<file path="src/rtl/lsu_be_pkg.sv">
package lsu_be_pkg;
  typedef enum logic [1:0] {
    OP_LDW = 2'b00,
    OP_LDB = 2'b01,
    OP_STW = 2'b10,
    OP_STB = 2'b11
  } lsu_op_e;
endpackage

</file>
<file path="src/rtl/lsu_be_agen.sv">
module lsu_be_agen #(
  parameter int ADDR_W = 32,
  parameter int IMM_W  = 17,
  parameter int SEL_W  = 2
) (
  input  logic [ADDR_W-1:0] base,
  input  logic [IMM_W-1:0]  imm,
  input  logic              is_word,
  output logic [ADDR_W-1:0] addr,
  output logic              unaligned
);
  localparam int EXT_W = ADDR_W - IMM_W;

  logic [ADDR_W-1:0] imm_sx;
  logic [ADDR_W-1:0] offset;

  always_comb begin
    imm_sx    = {{EXT_W{imm[IMM_W-1]}}, imm};
    offset    = is_word ? (imm_sx << SEL_W) : imm_sx;
    addr      = base + offset;
    unaligned = is_word && (addr[SEL_W-1:0] != '0);
  end
endmodule

</file>
<file path="src/rtl/lsu_be_wlane.sv">
module lsu_be_wlane #(
  parameter int DATA_W = 32,
  parameter int LANES  = DATA_W / 8,
  parameter int SEL_W  = $clog2(LANES)
) (
  input  logic [SEL_W-1:0]  lane_sel,
  input  logic              is_byte,
  input  logic [DATA_W-1:0] wdata,
  output logic [LANES-1:0]  be,
  output logic [DATA_W-1:0] lane_data
);
  for (genvar i = 0; i < LANES; i++) begin : g_lane
    logic hit;
    assign hit = (lane_sel == SEL_W'(LANES - 1 - i));
    assign be[i] = is_byte ? hit : 1'b1;
    assign lane_data[8*i +: 8] = is_byte ? (hit ? wdata[7:0] : 8'h00)
                                         : wdata[8*i +: 8];
  end
endmodule

</file>
<file path="src/rtl/lsu_be_rlane.sv">
module lsu_be_rlane #(
  parameter int DATA_W = 32,
  parameter int LANES  = DATA_W / 8,
  parameter int SEL_W  = $clog2(LANES)
) (
  input  logic [DATA_W-1:0] rdata,
  input  logic [SEL_W-1:0]  lane_sel,
  input  logic              is_byte,
  output logic [DATA_W-1:0] result
);
  logic [7:0] lane_byte [LANES];
  logic [7:0] picked;

  for (genvar i = 0; i < LANES; i++) begin : g_split
    assign lane_byte[i] = rdata[8*(LANES-1-i) +: 8];
  end

  always_comb begin
    picked = lane_byte[lane_sel];
    result = is_byte ? {{(DATA_W-8){picked[7]}}, picked} : rdata;
  end
endmodule

</file>
<file path="src/rtl/lsu_be.sv">
module lsu_be #(
  parameter int DATA_W = 32,
  parameter int ADDR_W = 32,
  parameter int IMM_W  = 17,
  parameter int LANES  = DATA_W / 8,
  parameter int SEL_W  = $clog2(LANES),
  parameter int WADR_W = ADDR_W - SEL_W
) (
  input  logic              clk,
  input  logic              rst_n,
  input  logic              req_valid,
  input  logic [1:0]        req_op,
  input  logic [ADDR_W-1:0] req_base,
  input  logic [IMM_W-1:0]  req_imm,
  input  logic [DATA_W-1:0] req_wdata,
  output logic              mem_req,
  output logic              mem_we,
  output logic [WADR_W-1:0] mem_waddr,
  output logic [LANES-1:0]  mem_be,
  output logic [DATA_W-1:0] mem_wdata,
  input  logic [DATA_W-1:0] mem_rdata,
  output logic              misalign,
  output logic              ld_valid,
  output logic [DATA_W-1:0] ld_data
);
  import lsu_be_pkg::*;

  lsu_op_e           op;
  logic              is_word, is_store;
  logic [ADDR_W-1:0] eff_addr;
  logic              unaligned;
  logic              ld_valid_q;
  logic              byte_q;
  logic [SEL_W-1:0]  sel_q;

  assign op       = lsu_op_e'(req_op);
  assign is_word  = (op == OP_LDW) || (op == OP_STW);
  assign is_store = (op == OP_STW) || (op == OP_STB);

  lsu_be_agen #(.ADDR_W(ADDR_W), .IMM_W(IMM_W), .SEL_W(SEL_W)) u_agen (
    .base      (req_base),
    .imm       (req_imm),
    .is_word   (is_word),
    .addr      (eff_addr),
    .unaligned (unaligned)
  );

  assign misalign  = req_valid && unaligned;
  assign mem_req   = req_valid && !unaligned;
  assign mem_we    = mem_req && is_store;
  assign mem_waddr = eff_addr[ADDR_W-1:SEL_W];

  lsu_be_wlane #(.DATA_W(DATA_W), .LANES(LANES), .SEL_W(SEL_W)) u_wlane (
    .lane_sel  (eff_addr[SEL_W-1:0]),
    .is_byte   (!is_word),
    .wdata     (req_wdata),
    .be        (mem_be),
    .lane_data (mem_wdata)
  );

  always_ff @(posedge clk or negedge rst_n) begin
    if (!rst_n) begin
      ld_valid_q <= 1'b0;
      byte_q     <= 1'b0;
      sel_q      <= '0;
    end else begin
      ld_valid_q <= mem_req && !is_store;
      if (mem_req && !is_store) begin
        byte_q <= !is_word;
        sel_q  <= eff_addr[SEL_W-1:0];
      end
    end
  end

  assign ld_valid = ld_valid_q;

  lsu_be_rlane #(.DATA_W(DATA_W), .LANES(LANES), .SEL_W(SEL_W)) u_rlane (
    .rdata    (mem_rdata),
    .lane_sel (sel_q),
    .is_byte  (byte_q),
    .result   (ld_data)
  );
endmodule

</file>
<file path="config.mk">
export PLATFORM = sky130hd
export DESIGN_NAME = lsu_be
export DESIGN_NICKNAME = d
export VERILOG_FILES = /design/src/rtl/lsu_be_pkg.sv /design/src/rtl/lsu_be_agen.sv /design/src/rtl/lsu_be_wlane.sv /design/src/rtl/lsu_be_rlane.sv /design/src/rtl/lsu_be.sv
export SDC_FILE = /design/constraint.sdc
export NUM_CORES = 1
export LEC_CHECK = 0
export BUFFER_PORTS_ARGS = -buffer_cell sky130_fd_sc_hd__buf_2
export CAP_MARGIN = 25
export CORE_MARGIN = 8
export CORE_UTILIZATION = 40
export CTS_CLUSTER_DIAMETER = 60
export DETAILED_ROUTE_END_ITERATION = 8
export PLACE_DENSITY = 0.83
export SYNTH_ARGS = -nofsm -noshare
export SYNTH_HDL_FRONTEND = slang
export SYNTH_SLANG_ARGS = --single-unit
export TNS_END_PERCENT = 5
</file>
<file path="constraint.sdc">
create_clock -name clk -period 11.1 [get_ports clk]
set_input_delay 2.22 -clock clk [delete_from_list [all_inputs] [get_ports clk]]
set_output_delay 2.22 -clock clk [all_outputs]
set_load 0.02 [all_outputs]
</file>
-- Word-level counts from Yosys, hierarchy flattened
Cells that the tools add are included.
- register bits after elaboration: 4
- bits in latches: 0
- memory bits (writable): 0
- ROM bits: 0
- bits of input ports: 118
- output and inout port bits: 102
- logic and storage cells: 41
- memories: 0
- add/subtract/negate cells: 1
- multipliers: 0
- div/mod/pow operators: 0
- $lt $le $gt $ge: 1
- eq/ne operators: 5
- shift-type cells: 0
- multiplexer cells: 17
- bitwise gates (word level): 1
- reductions and logical operators: 13
- operators with widths (cell ; number):
    8-bit 2-to-1 mux ; 10
    32-bit adder ; 1
    32-bit 2-to-1 mux ; 1
    18-bit 2-to-1 mux ; 1
    8-bit binary-select mux with 2-bit select ; 1
    2-bit equality test, second input constant ; 4
    1-bit logical AND ; 5
    2-bit zero test ; 2
    1-bit 2-to-1 mux ; 4
    3-bit greater-or-equal comparator, second input constant ; 1
    1-bit zero test ; 3
    2-bit inverter with 3-bit output ; 1
    2-bit by 1-bit equality test with 1-bit output, second input constant ; 1
    1-bit logical OR ; 2
    2-bit nonzero test ; 1

-- Longest topological paths before layout
Gate-level depths: netlist of run 1.
- depth in word-level cells: 9
- mapped depth: 12
- depth with buffers taken out: 9

-- Hierarchy
A second synthesis of run 1 with hierarchy kept.
- cell total of the unflattened synthesis: 464
- area total of the unflattened synthesis: 3284.4 um^2
- by module, submodules not included (module ; times used ; cells each ; area an instance (um^2) ; sequential area each (um^2)):
    lsu_be_agen ; 1 ; 270 ; 1915.6 ; 0.0
    lsu_be_rlane ; 1 ; 102 ; 689.4 ; 0.0
    lsu_be_wlane ; 1 ; 79 ; 496.7 ; 0.0
    lsu_be ; 1 ; 13 ; 182.7 ; 100.1

-- Least setup slack after synthesis of run 1
OpenSTA, ideal clock, no wires.
- kind: input-to-output
- start point: in req_op[0]
- end point: out mem_waddr[26]
- data arrival time: 4.903 ns
- required time: 8.880 ns
- slack: 3.977 ns
- stages: 12
- buffers on the path: 3
- path through: clkbuf_1 > clkbuf_1 > and2_1 > ha_1 > fa_1 > a211oi_1 > o21ai_1 > a2111oi_4 > a211o_1 > nand2_1 > a311oi_2 > buf_4
- longest elaborated chain between the ends: 4
- elaborated cells on any way between the ends: 5
- classes of those cells: add/sub (1); eq/ne (1); mux (1); reduce/logical (2)
- RTL lines (item ; line ; RTL):
    start, declared ; lsu_be.sv:12 ; input logic [1:0] req_op,
    2-bit equality test or 2-bit zero test (tied branches) ; lsu_be.sv:37 ; assign is_word = (op == OP_LDW) || (op == OP_STW);
    1-bit logical OR (*) ; lsu_be.sv:37 ;
    18-bit 2-to-1 mux (*) ; lsu_be_agen.sv:19 ; offset = is_word ? (imm_sx << SEL_W) : imm_sx;
    32-bit adder (*) ; lsu_be_agen.sv:20 ; addr = base + offset;
    end, declared ; lsu_be.sv:18 ; output logic [WADR_W-1:0] mem_waddr,
Mark *: on every way between the ends. The rest lies on a longest branch, timed or not.

-- Worst setup path in the final report of run 1
- start point: in req_op[0]
- end point: out mem_waddr[27]
Same word-level chain as after synthesis.

==> results.cfg, run 1 <==
[global_routing]
grt_pass1_vias = 3913
grt_overflow = 0
grt_usage_pct = 20.7
antenna_found_initial = 6
grt_pass1_wl_um = 20200
grt_max_degree = 59

[place]
dp_cells = 787
place_congestion = 0.888
port_buffers = 219
placed_cell_area_um2 = 4380
dp_hpwl_um = 12200

[synth]
synth-xor-area-share_pct = 5.48
synth_area_leaders = ha_1, buf_4, inv_1, o21ai_0, mux2_2
yosysMostFrequentCell = inv_1
ys_warn_count = 0
synthTopCellsByCount = inv_1, o21ai_0, nand2_1
synth_edf_count = 0
postSynthAreaPerCell_um2 = 6.78
synth-seq-cells = 4
synth_cell_type_count = 67
synthSimpleGateAreaFrac_pct = 21.1
synth-seq-area-share_pct = 2.84
synthMuxAreaShare_pct = 8.64
synth-async-reset-ratio_pct = 100
synth_top_area_cell = ha_1
synth.top_cell.area_share_pct = 11.0
synth_nets = 669
synth_cells = 519
synth_top_family_by_area = compound AO/OA/AOI/OAI gates
synth_area_um2 = 3520
synth_ff_type = dfrtp_1
synthAdderAreaFrac_pct = 11.6
synth-compound-area-share_pct = 32.9

[sta]
post-route-min-period_ns = 7.59
hold_violations = 0
setup_tns_ns = 0
max_freq_mhz = 132
slew_violations = 0
clock_skew_ns = 0
max_slew_margin_pct = 39.8
worst_pin_slew_ns = 0.904
rsz0062_at_grt = no
setup_violations = 0
fin_crit_sh_pct = 68.4

[routing]
drtIter0Drc = 366
vias = 4329
routed_wl_um = 14000
drtAntennaViolNets = 0
drc = 0
dr.pass1.iters = 5
routedWlPerCell_um = 17.6
via_per_inst = 5.44

[critical_path]
path_class = input pin to primary output
crit_arrival_ns = 5.37
required_ns = 8.88
crit_fanout = 58
crit_path_start_kind = input pin
endpoint_kind = primary output

[cells_and_area]
layout-drive-gt1-share_pct = 38.3
fill_cells = 882
fin_nets = 834
multi_input_area_um2 = 2800
stdcell_count = 796
seqCellArea_um2 = 100
syn2layout_area_growth_pct = 26.2
stdcell_area_um2 = 4440

[pwr]
seqPwrFrac_pct = 7.1
vdd_drop_max_mv = 0.0418
p_clk_share_pct = 6.2
leakagePower_uw = 0.00238
swShare_pct = 59.2
intPower_uw = 198
power.switching_uw = 287
combPwrFrac_pct = 86.7
power_density_nw_per_um2 = 109

[job]
maxCapViolCount = 0

[floorplan]
dieArea_um2 = 12100
die_w_um = 110
initial_core_util_pct = 40.7
ios = 220
coreArea_um2 = 8640
rows = 34
die_h_um = 110

[worst_hold_path]
min_path_type = register to register

[clock_network]
cts_tree = built
numCtsBuffers = 3
cts_setup_buffers = 0
clockBufferDepth = 2
cts.repair.resized = 0
cts.reportedPaths.clkPinSlew_ns = 0.03
cts_root_buf = clkbuf_8
h-tree-depth = 1
cts_sinks = 4
clk-insertion-delay-late_ns = 0.22
holdBufCountCts = 0

[status]
outcome = finished, final reports clean
stage by stage:
| step | total power (uW) | setup WS, ns | utilization (%) | hold slack, ns |
|---|---|---|---|---|
| after detailed placement | 454 | 3.57 | 50.8 | 0.790 |
| after global placement | 452 | 3.59 | 50.8 | 0.752 |
| after global routing | 523 | 3.20 | 51.4 | 0.857 |
| after floorplan | 356 | 3.98 | - | 0.735 |
| after CTS | 486 | 3.54 | 51.2 | 0.798 |
| final | 485 | 3.51 | 51.4 | 0.819 |
cell usage in the layout, fill, tap and decap left out, types with 2 or more instances in the layout:
| cell | count |
|---|---|
| a31oi_1 | 7 |
| inv_1 | 65 |
| and2_1 | 5 |
| mux2_2 | 17 |
| nand4_1 | 6 |
| or3_1 | 2 |
| o221ai_1 | 7 |
| a211o_1 | 4 |
| nand2b_1 | 7 |
| mux2i_1 | 9 |
| xor2_1 | 9 |
| nor3b_1 | 3 |
| o22ai_1 | 24 |
| o21ai_0 | 46 |
| a21oi_1 | 24 |
| dfrtp_1 | 4 |
| o21a_1 | 7 |
| o31a_1 | 2 |
| nor3_1 | 14 |
| nor2b_1 | 13 |
| buf_2 | 219 |
| a21o_2 | 2 |
| and3_1 | 5 |
| o211ai_1 | 2 |
| nand3_1 | 12 |
| xnor2_1 | 13 |
| clkbuf_8 | 3 |
| nand2_1 | 39 |
| a311oi_1 | 2 |
| nor2_1 | 23 |
| or4_1 | 4 |
| a22o_1 | 7 |
| ha_1 | 31 |
| a21o_1 | 8 |
| a211oi_1 | 5 |
| diode_2 | 6 |
| or2_2 | 3 |
worst paths after layout:
path	endpoint	depth (start not counted)	from	slack (ns)
max	mem_waddr[27]	11	req_op[0]	3.51
min	sel_q[0]$_DFFE_PN0P_	1	sel_q[0]$_DFFE_PN0P_	0.82
max reg2reg	byte_q$_DFFE_PN0P_	1	byte_q$_DFFE_PN0P_	9.82
min reg2reg	sel_q[0]$_DFFE_PN0P_	1	sel_q[0]$_DFFE_PN0P_	0.82
max in group asynchronous	sel_q[0]$_DFFE_PN0P_	1	rst_n	9.18
min in group asynchronous	ld_valid$_DFF_PN0_	1	rst_n	1.80
metal layers:
layer | vias up | part of all wire (%) | GRT usage (%)
met5 | - | 0 | 0
met1 | 1954 | 38 | 22.8
met3 | 18 | 9.4 | 4.81
met2 | 183 | 51 | 38.0
met4 | 0 | 2.0 | 6.94
li1 | 2174 | - | -
power by group through the flow:
stage | Sequential [uW] | Combinational [uW] | Clock, uW
after floorplan | 18.7 | 338 | 0
after global placement | 34.0 | 418 | 0
after detailed placement | 34.1 | 420 | 0
after CTS | 33.8 | 421 | 31.2
after global routing | 36.1 | 455 | 32.5
final | 34.4 | 420 | 30.2
flip-flops by register name, summed over array words and instances, names as in the netlist:
name      count
byte_q        1
ld_valid      1
sel_q         2
cells by family (layout without fill, tap and decap cells):
logic type	after synthesis	after routing
xor gates and xnor gates	22	22
DFF	4	4
other	0	6
AOI/OAI and AO/OA	166	166
and+or+nand+nor	143	143
muxes	27	27
buffers and inverters	125	288
adders and majority gates	32	32
layout make-up:
| class | count | area share [%] |
|---|---|---|
| antenna | 6 | 0.338 |
| clock buffer | 3 | 0.930 |
| inverter | 65 | 5.49 |
| multi-input combinational | 390 | 63.1 |
| sequential | 4 | 2.25 |
| tap | 108 | 3.04 |
| timing repair buffer | 220 | 24.9 |
critical path: stages:
cell     delay [ns]
buf_2          0.07
buf_4          0.46
mux2_2         0.40
ha_1           0.46
nand4_1        0.28
nor3b_1        0.38
nor2_1         0.16
a31oi_1        0.36
nor3_1         0.10
nor4_2         0.25
buf_2          0.20
No activity file was read; power rests on OpenSTA's default activity.
==> inputs of run 2 (changes only) <==
Clock period 11.1 ns to 8 ns, I/O delays scaled along.
==> run 2 against run 1 <==
  * Via count up 0.16%
  * Routed wire length up 0.29%
  * Register-to-register slack worse by 3.1 ns
  * Clock power up 41%
  * Final cell count down 0.25%
  * Sequential cell count unchanged
  * Sequential power up 39%
  * Clock-buffer cell count unchanged
  * Cell area down 0.11%
  * Utilization down 0.058 points
  * Clock skew unchanged
  * Critical endpoint is now mem_waddr[18]
==> results.cfg, run 2 (synthesis results as in run 1) <==
[routing]
routedWlPerCell_um = 17.7
vias = 4336
dr.pass1.iters = 5
routed_wl_um = 14100
highest_layer = met5
via_per_inst = 5.46
drc = 0
met1_length_um = 5240
met3_length_um = 1300
wl_met2_um = 7090
drtIter0Drc = 361
drtAntennaViolNets = 0

[critical_path]
crit_arrival_ns = 4.50
crit_cells = 10
cp-endpoint = mem_waddr[18]
crit_buf_inv = 2
crit_path_start = req_op[0]
path_class = input pin to primary output
cpMaxStageDelayCell = a2111oi_4
required_ns = 6.40
reg2regPathDepth = 1
crit_path_start_kind = input pin
critPathTopFamily = compound AO/OA/AOI/OAI gates
r2r-end = byte_q$_DFFE_PN0P_
endpoint_kind = primary output
r2r_slack_ns = 6.72
r2r_start = byte_q$_DFFE_PN0P_
crit_fanout = 17
slowest_delay_ns = 0.47
crit_chain = buf_2, mux2_2, ha_1, a211oi_1, o21ai_1, a2111oi_4, a21oi_1, a21oi_1, xnor2_1, buf_2

[clock_network]
cts_sinks = 4
cts_tree = built
numCtsBuffers = 3
clockBufferDepth = 2
cts_setup_buffers = 0
cts.reportedPaths.clkPinSlew_ns = 0.03
cts_root_buf = clkbuf_8
cts.repair.resized = 0
clk-insertion-delay-late_ns = 0.22
holdBufCountCts = 0
h-tree-depth = 1

[pwr]
power_density_nw_per_um2 = 152
p_clk_share_pct = 6.3
seqPwrFrac_pct = 7.1
vdd_drop_max_mv = 0.0653
combPwrFrac_pct = 86.6
swShare_pct = 59.2
intPower_uw = 275
leakagePower_uw = 0.00238
power.switching_uw = 399

[floorplan]
dieArea_um2 = 12100
die_w_um = 110
ios = 220
coreArea_um2 = 8640
die_h_um = 110
rows = 34
initial_core_util_pct = 40.7

[sta]
worst_pin_slew_ns = 0.913
post-route-min-period_ns = 6.10
rsz0062_at_grt = no
setup_violations = 0
max_freq_mhz = 164
fin_crit_sh_pct = 76.2
clock_skew_ns = 0
setup_tns_ns = 0
hold_violations = 0
slew_violations = 0
max_slew_margin_pct = 39.2

[place]
place_congestion = 0.932
port_buffers = 219
dp_cells = 787
placed_cell_area_um2 = 4380
dp_hpwl_um = 12200

[cells_and_area]
finish.utilization_pct = 51.4
layout-drive-gt1-share_pct = 38.3
fill_cells = 911
layout_commonest_cell = buf_2
regMostFlops = sel_q
largest_reg_flops = 2
seqCellArea_um2 = 100
final_cell_mix = buf_2, inv_1, o21ai_0, nand2_1, ha_1
stdcell_count = 794
fin_nets = 834
syn2layout_area_growth_pct = 26.1
stdcell_area_um2 = 4440
multi_input_area_um2 = 2800

[global_routing]
grt_max_degree = 43
grt_overflow = 0
grt_pass1_vias = 4001
antenna_found_initial = 5
grt_pass1_wl_um = 20400
grt_usage_pct = 20.9

[job]
maxCapViolCount = 0

[worst_hold_path]
min_path_type = register to register
hold_path_depth = 1

[status]
outcome = finished, final reports clean
[run 2: changes by cell type in the layout (fill, tap and decap cells not counted), sizes merged]
cell / delta
diode: -2
[run 2: per-stage QoR]
stage	power (uW)	setup WS, ns	hold slack, ns
detailed placement	630	1.94	0.763
CTS	675	1.93	0.769
finish	674	1.90	0.772
global placement	626	2.00	0.761
floorplan	494	2.12	0.735
global route	726	1.71	0.816
[run 2: how the worst min path moves through the flow]
stage | to | start
after floorplan | byte_q$_DFFE_PN0P_ | byte_q$_DFFE_PN0P_
after global placement | sel_q[0]$_DFFE_PN0P_ | sel_q[0]$_DFFE_PN0P_
after detailed placement | sel_q[0]$_DFFE_PN0P_ | sel_q[0]$_DFFE_PN0P_
after CTS | sel_q[0]$_DFFE_PN0P_ | sel_q[0]$_DFFE_PN0P_
after global routing | sel_q[0]$_DFFE_PN0P_ | sel_q[0]$_DFFE_PN0P_
final | sel_q[0]$_DFFE_PN0P_ | sel_q[0]$_DFFE_PN0P_
[run 2: final cells by class]
class	instances	area share [%]
flip-flops and latches	4	2.26
inverters	65	5.50
clock buffers	3	0.931
well taps	108	3.05
repair buffers	220	24.9
diodes	4	0.226
multi-input cells	390	63.2
[run 2: power by group through the flow]
| stage | Clock [uW] | Combinational, uW | Sequential, uW |
|---|---|---|---|
| after floorplan | 0 | 468 | 25.9 |
| after global placement | 0 | 578 | 47.2 |
| after detailed placement | 0 | 583 | 47.2 |
| after CTS | 43.7 | 584 | 46.9 |
| after global routing | 45.5 | 631 | 49.7 |
| final | 42.5 | 583 | 47.8 |
[run 2: layer usage]
metal | vias to the layer above | global-route usage [%]
met5 | - | 0
met2 | 182 | 38.1
met1 | 1943 | 22.8
li1 | 2179 | -
met3 | 30 | 4.81
met4 | 2 | 8.10
